## src/rtl/ipi_pkg.sv

```systemverilog
package ipi_pkg;

  typedef enum logic [2:0] {
    DM_FIXED  = 3'd0,
    DM_LOWEST = 3'd1,
    DM_SMI    = 3'd2,
    DM_RSVD3  = 3'd3,
    DM_NMI    = 3'd4,
    DM_INIT   = 3'd5,
    DM_START  = 3'd6,
    DM_RSVD7  = 3'd7
  } dmode_e;

  typedef enum logic [1:0] {
    SH_NONE   = 2'd0,
    SH_SELF   = 2'd1,
    SH_ALL    = 2'd2,
    SH_OTHERS = 2'd3
  } shorthand_e;

  typedef struct packed {
    logic [7:0] vec;
    dmode_e     mode;
    logic       logical;
    logic       level;
    logic       trig;
    shorthand_e sh;
  } cmd_t;

  function automatic cmd_t decode_lo(logic [31:0] w);
    cmd_t c;
    c.vec     = w[7:0];
    c.mode    = dmode_e'(w[10:8]);
    c.logical = w[11];
    c.level   = w[14];
    c.trig    = w[15];
    c.sh      = shorthand_e'(w[19:18]);
    return c;
  endfunction

  function automatic cmd_t self_cmd(logic [7:0] v);
    cmd_t c;
    c.vec     = v;
    c.mode    = DM_FIXED;
    c.logical = 1'b0;
    c.level   = 1'b1;
    c.trig    = 1'b0;
    c.sh      = SH_SELF;
    return c;
  endfunction

endpackage

```

## src/rtl/ipi_cmd_regs.sv

```systemverilog
module ipi_cmd_regs
  import ipi_pkg::*;
(
  input  logic        clk_i,
  input  logic        rst_ni,
  input  logic        ext_mode_i,
  input  logic        wr_lo_i,
  input  logic        wr_hi_i,
  input  logic        wr_self_i,
  input  logic [31:0] wr_data_i,
  output cmd_t        cmd_o,
  output logic [31:0] hi_o,
  output logic        pend_o
);

  cmd_t        cmd_q;
  logic [31:0] hi_q;
  logic        pend_q;

  always_ff @(posedge clk_i or negedge rst_ni) begin
    if (!rst_ni) begin
      cmd_q  <= '0;
      hi_q   <= '0;
      pend_q <= 1'b0;
    end else begin
      if (wr_hi_i) hi_q <= wr_data_i;
      // low word has priority over a same-cycle self write
      if (wr_lo_i) begin
        cmd_q  <= decode_lo(wr_data_i);
        pend_q <= 1'b1;
      end else if (wr_self_i && ext_mode_i) begin
        cmd_q  <= self_cmd(wr_data_i[7:0]);
        pend_q <= 1'b1;
      end else begin
        pend_q <= 1'b0;
      end
    end
  end

  assign cmd_o  = cmd_q;
  assign hi_o   = hi_q;
  assign pend_o = pend_q;

endmodule

```

## src/rtl/ipi_tgt_mask.sv

```systemverilog
module ipi_tgt_mask
  import ipi_pkg::*;
#(
  parameter int N_TGT = 8,
  localparam int IDX_W = (N_TGT > 1) ? $clog2(N_TGT) : 1
) (
  input  shorthand_e       sh_i,
  input  logic [N_TGT-1:0] match_i,
  input  logic [IDX_W-1:0] self_idx_i,
  output logic [N_TGT-1:0] tgt_o,
  output logic [N_TGT-1:0] first_o
);

  logic [N_TGT-1:0] self_oh;
  logic [N_TGT-1:0] seen;

  always_comb begin
    self_oh = '0;
    self_oh[self_idx_i] = 1'b1;
  end

  always_comb begin
    unique case (sh_i)
      SH_NONE:   tgt_o = match_i;
      SH_SELF:   tgt_o = self_oh;
      SH_ALL:    tgt_o = '1;
      SH_OTHERS: tgt_o = ~self_oh;
      default:   tgt_o = '0;
    endcase
  end

  // lowest-numbered set bit via a carry chain
  assign seen[0] = 1'b0;
  for (genvar i = 0; i < N_TGT; i++) begin : g_first
    assign first_o[i] = tgt_o[i] & ~seen[i];
    if (i < N_TGT - 1) begin : g_chain
      assign seen[i+1] = seen[i] | tgt_o[i];
    end
  end

endmodule

```

## src/rtl/ipi_action_dec.sv

```systemverilog
module ipi_action_dec
  import ipi_pkg::*;
#(
  parameter int N_TGT = 8
) (
  input  logic             clk_i,
  input  logic             rst_ni,
  input  logic             fire_i,
  input  dmode_e           mode_i,
  input  logic             level_i,
  input  logic             trig_i,
  input  logic [7:0]       vec_i,
  input  logic [N_TGT-1:0] tgt_i,
  input  logic [N_TGT-1:0] first_i,
  output logic [N_TGT-1:0] fixed_o,
  output logic [N_TGT-1:0] smi_o,
  output logic [N_TGT-1:0] nmi_o,
  output logic [N_TGT-1:0] init_o,
  output logic [N_TGT-1:0] sipi_o,
  output logic [N_TGT-1:0] arb_o,
  output logic [7:0]       vec_o,
  output logic             trig_o
);

  logic [N_TGT-1:0] fixed_n, smi_n, nmi_n, init_n, sipi_n, arb_n;
  logic             deassert;

  assign deassert = !level_i && trig_i;

  always_comb begin
    fixed_n = '0;
    smi_n   = '0;
    nmi_n   = '0;
    init_n  = '0;
    sipi_n  = '0;
    arb_n   = '0;
    if (fire_i) begin
      unique case (mode_i)
        DM_FIXED:  fixed_n = tgt_i;
        DM_LOWEST: fixed_n = first_i;
        DM_SMI:    smi_n   = tgt_i;
        DM_NMI:    nmi_n   = tgt_i;
        DM_INIT: begin
          if (deassert) arb_n  = tgt_i;
          else          init_n = tgt_i;
        end
        DM_START:  sipi_n  = tgt_i;
        default:   ;
      endcase
    end
  end

  always_ff @(posedge clk_i or negedge rst_ni) begin
    if (!rst_ni) begin
      fixed_o <= '0;
      smi_o   <= '0;
      nmi_o   <= '0;
      init_o  <= '0;
      sipi_o  <= '0;
      arb_o   <= '0;
      vec_o   <= '0;
      trig_o  <= 1'b0;
    end else begin
      fixed_o <= fixed_n;
      smi_o   <= smi_n;
      nmi_o   <= nmi_n;
      init_o  <= init_n;
      sipi_o  <= sipi_n;
      arb_o   <= arb_n;
      if (fire_i) begin
        vec_o  <= vec_i;
        trig_o <= trig_i;
      end
    end
  end

endmodule

```

## src/rtl/ipi_cmd_dispatch.sv

```systemverilog
module ipi_cmd_dispatch
  import ipi_pkg::*;
#(
  parameter int N_TGT = 8,
  localparam int IDX_W = (N_TGT > 1) ? $clog2(N_TGT) : 1
) (
  input  logic             clk_i,
  input  logic             rst_ni,
  input  logic             ext_mode_i,
  input  logic             wr_lo_i,
  input  logic             wr_hi_i,
  input  logic             wr_self_i,
  input  logic [31:0]      wr_data_i,
  input  logic [IDX_W-1:0] self_idx_i,
  input  logic [N_TGT-1:0] match_mask_i,
  output logic [31:0]      dest_o,
  output logic             dest_logical_o,
  output logic             busy_o,
  output logic [N_TGT-1:0] fixed_set_o,
  output logic [N_TGT-1:0] smi_o,
  output logic [N_TGT-1:0] nmi_o,
  output logic [N_TGT-1:0] init_o,
  output logic [N_TGT-1:0] sipi_o,
  output logic [N_TGT-1:0] arb_reload_o,
  output logic [7:0]       vec_o,
  output logic             trig_o
);

  cmd_t             cmd;
  logic [31:0]      hi_w;
  logic             pend;
  logic [N_TGT-1:0] tgt, first;

  ipi_cmd_regs u_regs (
    .clk_i      (clk_i),
    .rst_ni     (rst_ni),
    .ext_mode_i (ext_mode_i),
    .wr_lo_i    (wr_lo_i),
    .wr_hi_i    (wr_hi_i),
    .wr_self_i  (wr_self_i),
    .wr_data_i  (wr_data_i),
    .cmd_o      (cmd),
    .hi_o       (hi_w),
    .pend_o     (pend)
  );

  assign dest_o         = ext_mode_i ? hi_w : {24'h0, hi_w[31:24]};
  assign dest_logical_o = cmd.logical;
  assign busy_o         = pend;

  ipi_tgt_mask #(.N_TGT(N_TGT)) u_mask (
    .sh_i       (cmd.sh),
    .match_i    (match_mask_i),
    .self_idx_i (self_idx_i),
    .tgt_o      (tgt),
    .first_o    (first)
  );

  ipi_action_dec #(.N_TGT(N_TGT)) u_dec (
    .clk_i   (clk_i),
    .rst_ni  (rst_ni),
    .fire_i  (pend),
    .mode_i  (cmd.mode),
    .level_i (cmd.level),
    .trig_i  (cmd.trig),
    .vec_i   (cmd.vec),
    .tgt_i   (tgt),
    .first_i (first),
    .fixed_o (fixed_set_o),
    .smi_o   (smi_o),
    .nmi_o   (nmi_o),
    .init_o  (init_o),
    .sipi_o  (sipi_o),
    .arb_o   (arb_reload_o),
    .vec_o   (vec_o),
    .trig_o  (trig_o)
  );

endmodule

```

## config.mk

```make
export PLATFORM = sky130hd
export DESIGN_NAME = ipi_cmd_dispatch
export DESIGN_NICKNAME = d
export VERILOG_FILES = /design/src/rtl/ipi_pkg.sv /design/src/rtl/ipi_cmd_regs.sv /design/src/rtl/ipi_tgt_mask.sv /design/src/rtl/ipi_action_dec.sv /design/src/rtl/ipi_cmd_dispatch.sv
export SDC_FILE = /design/constraint.sdc
export NUM_CORES = 1
export LEC_CHECK = 0
export BUFFER_PORTS_ARGS = -buffer_cell sky130_fd_sc_hd__buf_2
export CAP_MARGIN = 10
export CORE_ASPECT_RATIO = 1.1
export CORE_MARGIN = 3
export CORE_UTILIZATION = 44
export DETAILED_ROUTE_END_ITERATION = 16
export PLACE_DENSITY_LB_ADDON = 0.2
export SETUP_SLACK_MARGIN = 0.1
export SLEW_MARGIN = 20
export SYNTH_ARGS = -nofsm -noshare
export SYNTH_HDL_FRONTEND = slang
export SYNTH_SLANG_ARGS = --single-unit
```

## constraint.sdc

```tcl
create_clock -name clk_i -period 1.9 [get_ports clk_i]
set_input_delay 0.19 -clock clk_i [delete_from_list [all_inputs] [get_ports clk_i]]
set_output_delay 0.19 -clock clk_i [all_outputs]
set_load 0.005 [all_outputs]
```

Yosys cells after proc, flatten, opt, wreduce, memory -nomap -nowiden --
Index checks and enable logic that the tools add are counted.
Cells by class: $add $sub $neg 0, multipliers 0, reductions and logical operators 7, eq/ne operators 8, order comparisons 2, divide/modulo/power cells 0, shift operators 0, bitwise operators 21, muxes and demuxes 22
Operators by type and width (count):
- 8-bit two-way mux | 13
- 16-bit two-way mux | 2
- 32-bit two-way mux | 1
- 8-bit case mux with 4 select lines | 1
- 8-bit case mux with 2 select lines | 1
- 3-bit equality test, second input constant | 3
- 8-bit NOT | 1
- 1-bit bitwise AND | 7
- 1-bit NOT | 7
- 1-bit bitwise OR | 6
- 2-bit equality test, second input constant | 2
- 3-bit by 4-bit < comparator with 1-bit output, second input constant | 1
- 1-bit demux with 3-bit select | 1
- 3-bit by 1-bit equality test with 1-bit output, second input constant | 1
- 3-bit by 2-bit equality test with 1-bit output, second input constant | 1
- 3-bit by 1-bit greater-or-equal comparator with 1-bit output, second input constant | 1
- 1-bit logical AND | 3
- 3-bit zero test | 1
- 1-bit two-way mux | 3
- 2-bit by 1-bit equality test with 1-bit output, second input constant | 1
- 2-bit zero test | 1
- 2-bit nonzero test | 1
- 1-bit zero test | 1
Storage, ports and cells: register bits 106, output and inout bits 91, bits in writable memories 0, memories 0, logic and storage cells 76, input port bits 49, ROM bits 0, latch bits 0

Longest topological paths before layout --
depth in word-level cells 16, depth in mapped cells 6, mapped depth without buffers 5

Cells and area by module --
From an unflattened synthesis, not the netlist that was laid out.
Unflattened totals: cells, all modules 346, area total of the unflattened synthesis 4455.5 µm²
Modules (own cells, without submodules):
- ipi_action_dec | area each 1961.9 µm², cells each 146, seq. area each 1426.4 µm², instances 1
- ipi_cmd_regs | area each 1861.8 µm², cells each 116, seq. area each 1226.2 µm², instances 1
- ipi_tgt_mask | area each 342.8 µm², cells each 49, seq. area each 0.0 µm², instances 1
- ipi_cmd_dispatch | area each 289.0 µm², cells each 35, seq. area each 0.0 µm², instances 1

Least setup slack after synthesis --
No wires, ideal clock.
path type reg-to-reg, start reg u_regs.cmd_q (netlist bit u_regs.cmd_o[0]), end reg u_dec.fixed_o[6], slack 205 ps, path buffers 0, stages on the path, launching flop included 6, arrival 1552 ps, clock period less this slack 1695 ps, path through dfrtp_1 or2b_2 o311ai_0 a222oi_1 nand4_1 a211oi_2
Between the ends: word-level cells in the longest chain between the ends 11, elaborated cells between the ends (all ways) 14
RTL lines:
- start: declaration | RTL line ipi_cmd_regs.sv:16 | cmd_t cmd_q;
- start signal: assignment | RTL line ipi_cmd_regs.sv:29 | cmd_q <= decode_lo(wr_data_i);
- start signal: assignment | RTL line ipi_cmd_regs.sv:32 | cmd_q <= self_cmd(wr_data_i[7:0]);
- 2-bit equality test (tied with other cells) | RTL line ipi_tgt_mask.sv:23 | unique case (sh_i)
- 8-bit case mux with 4 select lines (*) | RTL line ipi_tgt_mask.sv:23
- 1-bit bitwise OR (5 in a row) | RTL line ipi_tgt_mask.sv:37 | assign seen[i+1] = seen[i] | tgt_o[i];
- 1-bit NOT | RTL line ipi_tgt_mask.sv:35 | assign first_o[i] = tgt_o[i] & ~seen[i];
- 1-bit bitwise AND | RTL line ipi_tgt_mask.sv:35
- 8-bit case mux with 2 select lines (*) | RTL line ipi_action_dec.sv:38 | unique case (mode_i)
- 8-bit two-way mux (*) | RTL line ipi_action_dec.sv:37 | if (fire_i) begin
- net u_dec.fixed_n[6] | RTL line ipi_action_dec.sv:25 | logic [N_TGT-1:0] fixed_n, smi_n, nmi_n, init_n, sipi_n, arb_n;
- end signal: assignment | RTL line ipi_action_dec.sv:64 | fixed_o <= fixed_n;
- end: declaration | RTL line ipi_action_dec.sv:15 | output logic [N_TGT-1:0] fixed_o,
The timed path passes the listed nets; every way through them passes the cells marked *. A chain may end at the register's enable or synchronous reset.

Worst setup path in the final report --
Same ends and word-level chain as after synthesis.

==> reports/results.txt <==
status = finished clean
worst slew pin tran = 635.2 ps
global-route wire length before repair = 15.07 mm
CP max FO = 4
post-synth cell types = 38
placed inst area = 5066 sq um
setup TNS = 0 ps
drt first-iter violations = 86
Initial Utilization = 46.13%
P&R area growth vs syn = 26.69%
largest net degree at the start of global routing = 41
clk_lat worst skew = 370 ps
Die Area = 10700 sq um
DR vias/cell = 4.915
RSZ-0062 raised after global routing = true
final setup vio count = 0
Hold Crit Depth = 3
skew final = 18.22 ps
Avg WL per Cell = 15.21 um
Pins Over Slew Limit = 0
initial antenna violation count = 0
Hold EP = u_regs.cmd_o[13]
Rows = 36
crit path cell chain = or2b_4, o221ai_2, a222oi_1, buf_4, nand4_1, a211oi_2
root buf cell = clkbuf_8
Final HPWL DP = 6.831 mm
Arr. time, crit path = 1980 ps
Worst Setup Path Type = register to register
Yosys warning count = 0
Yosys reg bits = 106
DRC = 0
# fillers = 804
post-synthesis instance total = 341
sequential share of the synthesized area = 63.51%
max_cap viols = 0
grt ovf = 0
min Tclk post-route = 1709 ps
Worst R2R Setup Slack = 190 ps
syn avg cell area = 12.25 sq um
worst min path class = primary input to register
Final #Nets = 540
core area = 9054 sq um
diode count = 0
CTS max path bufs = 2
clock sinks = 106
H-Tree Depth = 3
Worst path max stage delay = 410 ps
PwrDens = 863.2 nW/um^2
worst reg2reg path depth = 6
antenna-violating nets left = 0
Finished Cell Area = 5291 sq um
post-synth net total = 390
Routed WL = 9.276 mm
vias in the first global route = 3067
die width = 98.90 um
share of cells above drive strength 1 = 45.77%
Final Hold Vio Count = 0
number of port buffers = 139
Pleak = 2.788 nW
GR Util All Layers = 17.75%
Peak VDD IR = 0.4311 mV
CP Launch Type = register
Req. time, crit path = 2170 ps
TritonCTS Buffers = 9
post-CTS setup buffer count = 0
1st-pass router iterations = 5
Slew HR = 57.37%
CP Capture Type = register
highest clock rate = 585.1 MHz
Worst path slowest cell = dfrtp_1
vias = 2998
CTS tree = yes
Final Wtd Congestion = 0.8755
reg2reg start = u_regs.cmd_o[0]
Top Ports = 140
die height = 108.2 um
HP Start = wr_data_i[5]
RR Endpoint = u_dec.fixed_o[6]
CTS clock-pin slew for the worst setup and hold paths = 100 ps
post-synthesis cell area = 4177 sq um
worst hold slack = 35.21 ps
crit share post-route = 89.96%
layer usage:
layer	track usage, %	vias up	part of all wire, %
met4	6.439	0	1.6
met2	28.26	106	47
met3	5.226	12	8.3
li1	-	1448	-
met5	0	-	0
met1	23.20	1432	43
power breakdown:
part,internal [W],switching [W],total (W)
registers,0.00241,0.0000811,0.00250
logic,0.000341,0.000348,0.000689
clock network,0.000648,0.000735,0.00138
cells in the mapped netlist (all sizes together):
| master | count | area (sq um) |
|---|---|---|
| o22ai | 7 | 43.79 |
| and2 | 24 | 150.1 |
| nor3b | 1 | 7.510 |
| a222oi | 1 | 10.01 |
| or3 | 3 | 20.02 |
| inv | 12 | 45.04 |
| nand4 | 1 | 6.260 |
| nand3b | 2 | 15.01 |
| clkbuf | 9 | 43.79 |
| a21boi | 1 | 7.510 |
| a211oi | 4 | 35.03 |
| o221ai | 2 | 23.77 |
| or2b | 3 | 26.28 |
| buf | 5 | 30.03 |
| nand3 | 4 | 20.02 |
| nand2 | 37 | 138.9 |
| o21ai | 5 | 28.78 |
| o311ai | 2 | 17.52 |
| nor2b | 2 | 12.51 |
| dfrtp | 106 | 2653 |
| nand2b | 5 | 38.78 |
| nor2 | 45 | 168.9 |
| a21oi | 3 | 15.01 |
| and3b | 1 | 10.01 |
| nor3 | 1 | 5.000 |
| or3b | 1 | 8.760 |
| a311oi | 1 | 8.760 |
| mux2 | 49 | 551.8 |
| a22o | 4 | 35.03 |
logic make-up after synthesis:
family / count (synthesis) / share of synthesized area (%)
AOI/OAI and AO/OA: 30 / 5.392
buffers and inverters: 26 / 2.846
muxes: 49 / 13.21
DFF: 106 / 63.51
and+or+nand+nor: 130 / 15.04
critical path, delay by kind of cell, from the launching register on:
family	cells	cell delay, ps
AO/OA/AOI/OAI	3	650
flip-flops	1	410
buffers and inverters	1	190
AND/OR/NAND/NOR	2	380
repair_timing:
item | 4_1_cts | 5_1_grt
resized for setup | 0 | 6
setup endpoints to repair | 0 | 16
hold buffers | 1 | 0
hold endpoints to repair | 35 | 0
flip-flops by register name (all words and copies together) (netlist names):
register and cells:
u_dec.arb_o 8, u_dec.init_o 8, u_dec.vec_o 8, u_regs.cmd_o 16, u_dec.nmi_o 8, u_dec.trig_o 1, u_regs.hi_o 32, u_dec.fixed_o 8
u_dec.smi_o 8, u_regs.pend_o 1, u_dec.sipi_o 8
cells in the final DEF, fill, tap and decap left out, drive strengths merged:
| cell | Yosys | layout |
|---|---|---|
| buf | 5 | 152 |
| dfrtp | 106 | 106 |
| mux2 | 49 | 49 |
| nor2 | 45 | 45 |
| nand2 | 37 | 37 |
| and2 | 24 | 24 |
| inv | 12 | 12 |
| clkbuf | 9 | 12 |
| o22ai | 7 | 7 |
| nand2b | 5 | 5 |
| o21ai | 5 | 5 |
| nand3 | 4 | 4 |
| a22o | 4 | 4 |
| a211oi | 4 | 4 |
| a21oi | 3 | 3 |
| or2b | 3 | 3 |
| or3 | 3 | 3 |
| nor2b | 2 | 2 |
| nand3b | 2 | 2 |
| o311ai | 2 | 2 |
| o221ai | 2 | 2 |
| clkinv | 0 | 2 |
| and3b | 1 | 1 |
| a222oi | 1 | 1 |
| a21boi | 1 | 1 |
| nand4 | 1 | 1 |
| nor3 | 1 | 1 |
| a311oi | 1 | 1 |
| nor3b | 1 | 1 |
| or3b | 1 | 1 |
| bufinv | 0 | 1 |
| clkinvlp | 0 | 1 |
| dlygate4sd3 | 0 | 1 |
final cells by class:
| type | instances | area [sq um] | area share (%) |
|---|---|---|---|
| sequential | 106 | 2653 | 50.13 |
| multi-input combinational | 209 | 1424 | 26.91 |
| timing repair buffer | 153 | 830.8 | 15.70 |
| clock buffer | 12 | 145.1 | 2.743 |
| tap | 114 | 142.6 | 2.696 |
| clock inverter | 4 | 51.30 | 0.9695 |
| inverter | 12 | 45.04 | 0.8513 |
stage by stage:
stage	worst slack, ps	power, W	instances	util, %
global route	18.53	0.004808	610	58.44
finish	190.8	0.004567	610	58.44
global placement	161.9	0.003212	593	55.96
detailed placement	156.0	0.003234	593	55.96
floorplan	205.4	0.002882	341	-
CTS	125.3	0.004618	610	58.24
worst max path at each step:
stage                         start               end  cells past startpoint
floorplan           u_regs.cmd_o[0]  u_dec.fixed_o[6]                      5
global placement    u_regs.cmd_o[0]  u_dec.fixed_o[2]                      6
detailed placement  u_regs.cmd_o[0]  u_dec.fixed_o[2]                      6
CTS                 u_regs.cmd_o[0]  u_dec.fixed_o[2]                      6
global route        u_regs.cmd_o[0]  u_dec.fixed_o[6]                      6
finish              u_regs.cmd_o[0]  u_dec.fixed_o[6]                      6
No activity file was read; power rests on OpenSTA's default activity.
